### src/rtl/irq_msg_redirector.sv
module irq_msg_redirector #(
  parameter int          NUM_LINES = 8,
  parameter logic [7:0]  VERSION   = 8'h21,
  parameter logic [31:0] MSG_BASE  = 32'hF000_0000
) (
  input  logic                 clk,
  input  logic                 rst_n,
  input  logic                 reg_wr,
  input  logic [7:0]           reg_addr,
  input  logic [31:0]          reg_wdata,
  output logic [31:0]          reg_rdata,
  input  logic [NUM_LINES-1:0] irq_in,
  output logic                 msg_valid,
  input  logic                 msg_ready,
  output logic [31:0]          msg_addr,
  output logic [31:0]          msg_data
);
  localparam int         LW       = (NUM_LINES > 1) ? $clog2(NUM_LINES) : 1;
  localparam logic [7:0] FIRST    = 8'h10;
  localparam logic [7:0] LAST     = 8'(16 + 2*NUM_LINES - 1);
  localparam logic [7:0] OFF_SEL  = 8'h00;
  localparam logic [7:0] OFF_WIN  = 8'h10;
  localparam logic [7:0] OFF_EOI  = 8'h40;
  localparam int         B_MASK   = 16;
  localparam int         B_LEVEL  = 15;
  localparam int         B_POLLO  = 13;

  logic [31:0] lo_q [NUM_LINES];
  logic [31:0] hi_q [NUM_LINES];
  logic [7:0]  sel_q;
  logic [NUM_LINES-1:0] sync1_q, sync2_q, asrt, asrt_q, pend_q, insvc_q;
  logic [NUM_LINES-1:0] lvl, req, grant, eoi_hit;
  logic [LW-1:0] win_idx, sel_line;
  logic [7:0]    sel_rel;
  logic          sel_entry, issue, eoi_wr;
  logic [31:0]   ver_word, win_val;

  assign sel_entry = (sel_q >= FIRST) && (sel_q <= LAST);
  assign sel_rel   = sel_q - FIRST;
  assign sel_line  = sel_rel[LW:1];
  assign ver_word  = {8'h00, 8'(NUM_LINES-1), 8'h00, VERSION};
  assign win_val   = sel_entry ? (sel_q[0] ? hi_q[sel_line] : lo_q[sel_line])
                   : (sel_q == 8'h01) ? ver_word : 32'h0;
  assign reg_rdata = (reg_addr == OFF_SEL) ? {24'h0, sel_q}
                   : (reg_addr == OFF_WIN) ? win_val : 32'h0;
  assign eoi_wr    = reg_wr && (reg_addr == OFF_EOI);

  for (genvar g = 0; g < NUM_LINES; g++) begin : g_line
    assign lvl[g]     = lo_q[g][B_LEVEL];
    assign asrt[g]    = sync2_q[g] ^ lo_q[g][B_POLLO];
    assign req[g]     = !lo_q[g][B_MASK] &&
                        (lvl[g] ? (asrt[g] && !insvc_q[g]) : pend_q[g]);
    assign eoi_hit[g] = eoi_wr && lvl[g] && (lo_q[g][7:0] == reg_wdata[7:0]);
  end

  assign grant = req & (~req + 1'b1);
  assign issue = (|req) && !msg_valid;

  always_comb begin
    win_idx = '0;
    for (int i = NUM_LINES-1; i >= 0; i--)
      if (req[i]) win_idx = LW'(i);
  end

  always_ff @(posedge clk) begin
    if (!rst_n) begin
      sync1_q   <= '0;
      sync2_q   <= '0;
      asrt_q    <= '0;
      pend_q    <= '0;
      insvc_q   <= '0;
      sel_q     <= '0;
      msg_valid <= 1'b0;
      msg_addr  <= '0;
      msg_data  <= '0;
      for (int i = 0; i < NUM_LINES; i++) begin
        lo_q[i] <= 32'h0001_0000;
        hi_q[i] <= 32'h0;
      end
    end else begin
      sync1_q <= irq_in;
      sync2_q <= sync1_q;
      asrt_q  <= asrt;
      pend_q  <= (pend_q & ~(issue ? grant : '0)) | (asrt & ~asrt_q);
      insvc_q <= (insvc_q & ~eoi_hit) | (issue ? (grant & lvl) : '0);
      if (reg_wr && reg_addr == OFF_SEL) sel_q <= reg_wdata[7:0];
      if (reg_wr && reg_addr == OFF_WIN && sel_entry) begin
        if (sel_q[0]) hi_q[sel_line] <= reg_wdata;
        else          lo_q[sel_line] <= reg_wdata;
      end
      if (issue) begin
        msg_valid <= 1'b1;
        msg_addr  <= MSG_BASE | ({16'h0, hi_q[win_idx][31:16]} << 12);
        msg_data  <= {24'h0, lo_q[win_idx][7:0]};
      end else if (msg_ready) begin
        msg_valid <= 1'b0;
      end
    end
  end
endmodule


### config.mk
export PLATFORM = sky130hd
export DESIGN_NAME = irq_msg_redirector
export DESIGN_NICKNAME = d
export VERILOG_FILES = /design/src/rtl/irq_msg_redirector.sv
export SDC_FILE = /design/constraint.sdc
export NUM_CORES = 1
export LEC_CHECK = 0
export BUFFER_PORTS_ARGS = -buffer_cell sky130_fd_sc_hd__buf_2
export CAP_MARGIN = 20
export CORE_ASPECT_RATIO = 1.1
export CORE_MARGIN = 4
export CORE_UTILIZATION = 50
export CTS_CLUSTER_SIZE = 8
export DETAILED_ROUTE_END_ITERATION = 8
export GPL_ROUTABILITY_DRIVEN = 0
export HOLD_SLACK_MARGIN = 0.02
export PLACE_DENSITY = 0.69
export SYNTH_ARGS = -nofsm -noshare
export SYNTH_HDL_FRONTEND = slang
export SYNTH_SLANG_ARGS = --single-unit
### constraint.sdc
create_clock -name clk -period 4.4 [get_ports clk]
set_clock_uncertainty 0.15 [all_clocks]
set_input_delay 0.22 -clock clk [delete_from_list [all_inputs] [get_ports clk]]
set_output_delay 0.22 -clock clk [all_outputs]
set_load 0.02 [all_outputs]
==> metrics.md <==
| Metric | Value |
|---|---|
| Power per cell area | `378.4 mW/mm^2` |
| Max-slew violations | `0` |
| Net load switching power | `about 2.8 mW` |
| Flops & latches, synth | `approximately 590` |
| Final Core Density | `between 50% and 60%` |
| H-tree lvl count | `3` |
| # IOs | `149` |
| Cell mode on critical path | `mux4_2` |
| Total of max-cap violations | `0` |
| Vias in the first global route | `just under 20000` |
| Die X | `between 200 and 250 um` |
| WL/cell | `~28 um` |
| Mux contribution to synthesized area | `roughly 15%` |
| Hold path startpoint | `rst_n` |
| Synth warn | `0` |
| Switching share of total power | `21.91%` |
| Largest net degree at the start of global routing | `~100` |
| P_leak | `approximately 12 nW` |
| Tmin final | `approximately 3.7 ns` |
| Antenna violations before repair | `0` |
| Drt drc | `0` |
| Clk pwr share | `46.1%` |
| DR pass1 iterations | `6` |
| First-pass GRT wire length | `128000 um` |
| Compound-Gate Fraction of Synth Area | `approximately 3.6%` |
| Die area | `around 0.063 sq mm` |
| Crit path max-delay family | `multiplexers` |
| Most common cell in the netlist | `and2_1` |
| Xor/xnor cell area share of the yosys netlist | `2.137%` |
| Final wirelength | `around 86000 um` |
| Layout filler cell count | `4536` |
| Critical path arrival | `~3.4 ns` |
| Setup violators final | `0` |
| Outcome | `completed` |
| Top post-synthesis cells by count | `529 x and2_1, 512 x edfxtp_1, 159 x mux4_2` |
| Post-DP HPWL | `~54000 um` |
| WS Path Type | `flip-flop to primary output` |
| RSZ-0062 raised after global routing | `no` |
| Area Growth Syn to Fin | `14.77%` |
| Reg2reg path depth | `7` |
| Buf/Inv on CP | `2` |
| EDFF count, synth | `a little over 500` |
| Max Fclk | `between 200 and 300 MHz` |
| Hold Path Stages | `3` |
| Setup bufs post-CTS | `0` |
| Max VDD drop | `around 0.27 mV` |
| Post-route clock period utilization | `between 80% and 90%` |
| Via/cell ratio | `approximately 6.2` |
| CTS tree | `done` |
| Clk sinks | `about 600` |
| Adder-Cell Fraction of Synth Area | `0%` |
| IO buf count | `about 110` |
| Combinational Power Share | `under 10%` |
| Post-Syn Area | `approximately 0.03 sq mm` |
| Slowest-stage cell, CP | `dfxtp_4` |
| Part of the power in registers | `~49%` |
| Clock latency on the worst-skew pair | `about 0.62 ns` |
| Reg-to-Reg End | `msg_addr[20]` |
| Sequential share of the synthesized area | `a little under three fifths` |
| TritonCTS Buffers | `83` |
| R2R Setup Slk | `between 0.9 and 1 ns` |
| Critical Path RT | `between 4 and 5 ns` |
| Worst setup SP type | `flip-flop` |
| Ys async rst share | `0%` |
| Synth top area cells | `edfxtp_1 52%, mux4_2 12%, and2_1 11%, dfxtp_1 5.2%, nand3b_1 2.4%` |
| Hold Crit Endpoint | `msg_addr[19]` |
| Total Neg Setup Slack | `0 ns` |
| Via count | `about 19000` |
| Unique cell type count in the Yosys netlist | `between 50 and 60` |
| Die height | `around 260 um` |
| Slew @ Worst Pin | `1.097 ns` |
| Slowest Stage Delay on Critical Path | `0.79 ns` |
| Hold Violations, Final | `0` |
| Pint | `between 10 and 15 mW` |
| Critical-path cell list | `buf_4 > mux4_2 > mux4_2 > and3_1 > buf_2` |
| Hold Crit Class | `input pin to flip-flop` |
| Initial DRC Count | `around 2200` |
| Largest area contributor in the netlist | `edfxtp_1` |
| DRT antenna net count | `0` |
| Synth Area in Simple Gates | `a little under a fifth` |
| Crit-path max FO | `31` |
| Clock transition at path regs | `around 0.05 ns` |
| Avg Cell Area, Syn | `between 10 and 15 sq um` |
| Share of the synthesized area in the top cell type | `52.11%` |
| CP endpoint kind | `primary output` |
| Remaining Overflow, GRT | `0` |
| All-Layer GR Usage | `27.29%` |
| Worst r2r src | `lo_q[2][16]` |
| Initial Util | `approximately half` |
| Clock Path Buffers | `3` |
| Post-Syn Instances | `2134` |
| Main combinational cell family by area after synthesis | `simple AND/OR/NAND/NOR gates` |
| Cell row count | `93` |
| Synth Flop Type | `edfxtp_1` |
| Nets@finish | `roughly 2300` |
| Relative slew slack | `26.63%` |
| Ratio of cells with drive above 1 in the final layout | `22.71%` |
| Clk root buf | `clkbuf_16` |
| Core area | `~0.059 sq mm` |
-- power groups by stage --
stage | clock, mW | combinational (mW) | sequential [mW]
2_1_floorplan | 0 | 0.339 | 6.41
3_3_place_gp | 0 | 0.543 | 6.42
3_5_place_dp | 0 | 0.551 | 6.43
4_1_cts | 5.97 | 0.583 | 6.32
5_1_grt | 6.21 | 0.615 | 6.33
6_report | 5.90 | 0.587 | 6.32
-- kinds of logic (layout without fill, tap and decap cells) --
group,after synthesis,count (layout)
flip-flops,589,589
AND/OR/NAND/NOR,863,863
XOR/XNOR,72,72
multiplexers,232,232
other,1,37
buffers and inverters,243,381
AO/OA/AOI/OAI,134,134
-- worst register-to-register path, delay by kind of cell (launching register included) --
family / cells / cell delay [ns]
AOI/OAI and AO/OA: 3 / 1.31
and+or+nand+nor: 3 / 0.95
DFF: 1 / 0.50
buffers and inverters: 1 / 0.36
-- routing by layer --
layer	global-route usage [%]	share of wire, %	wire (um)	vias to the layer above
li1	-	-	-	8009
met5	0	0	0	-
met4	10.87	3.8	3265	0
met2	44.89	49	42560	961
met1	36.53	39	33520	9817
met3	4.324	8.0	6914	180
-- repair_timing --
item,in CTS,in global routing
gates resized for setup,0,0
hold endpoints to repair,403,0
hold buffers,42,0
endpoints found under the setup margin,0,0
-- cell usage in the layout, fill, tap and decap left out, types with 11 or more instances in the layout --
cell type	instances
and2_1	529
edfxtp_1	512
mux4_2	159
buf_2	111
nand3b_1	96
clkbuf_16	84
dfxtp_1	72
clkbuf_1	64
nor2_1	55
buf_4	53
mux2i_1	49
dlygate4sd3_1	42
xor2_1	38
conb_1	36
xnor2_1	34
nand3_1	33
nand2_1	29
o22a_1	24
o221ai_1	24
mux2_2	24
nor4_2	21
buf_12	21
and3_1	20
a21boi_0	20
o21ai_4	16
nor2_2	16
nor4_1	13
nor3b_1	12
or3_1	11
-- cell type report --
class	instances	area, sq um	share of cell area (%)
inverters	3	11.26	0.03326
flip-flops and latches	589	16930	49.99
multi-input cells	1337	11800	34.85
clock buffers	148	2342	6.917
repair buffers	227	1794	5.299
diodes	1	2.502	0.007390
clock inverters	3	30.03	0.08869
well taps	760	950.9	2.808
-- through the flow --
stage	hold WS, ns	setup slack (ns)	instances	power, mW	cell area [sq um]
after global routing	0.06196	0.5792	3067	13.16	33860
after global placement	0.2769	1.095	2873	6.962	31040
after floorplan	0.1973	0.03508	2169	6.754	29630
after CTS	0.02281	0.6288	3066	12.87	33840
final	0.06416	0.6742	3068	12.81	33860
after detailed placement	0.2706	1.066	2873	6.981	31040
-- sequential cells by signal, summed over array words and instances (netlist names), named ones only --
| signal | flops |
|---|---|
| sel_q | 8 |
| msg_data | 8 |
| sync2_q | 8 |
| lo_q | 256 |
| sync1_q | 8 |
| hi_q | 256 |
| pend_q | 8 |
| asrt_q | 8 |
| insvc_q | 8 |
| msg_valid | 1 |
| msg_addr | 17 |
-- worst max-delay path by stage --
stage,from,end,slack (ns),cells after the start
global route,flip-flop,reg_rdata[24],0.58,5
global placement,reg_addr[3],hi_q[0][27],1.09,8
finish,flip-flop,reg_rdata[24],0.67,5
floorplan,sel_q[7],hi_q[0][0],0.04,6
CTS,flip-flop,reg_rdata[24],0.63,5
detailed placement,lo_q[2][16],msg_addr[20],1.07,7
Note: power is estimated with default switching activity, not from simulation.
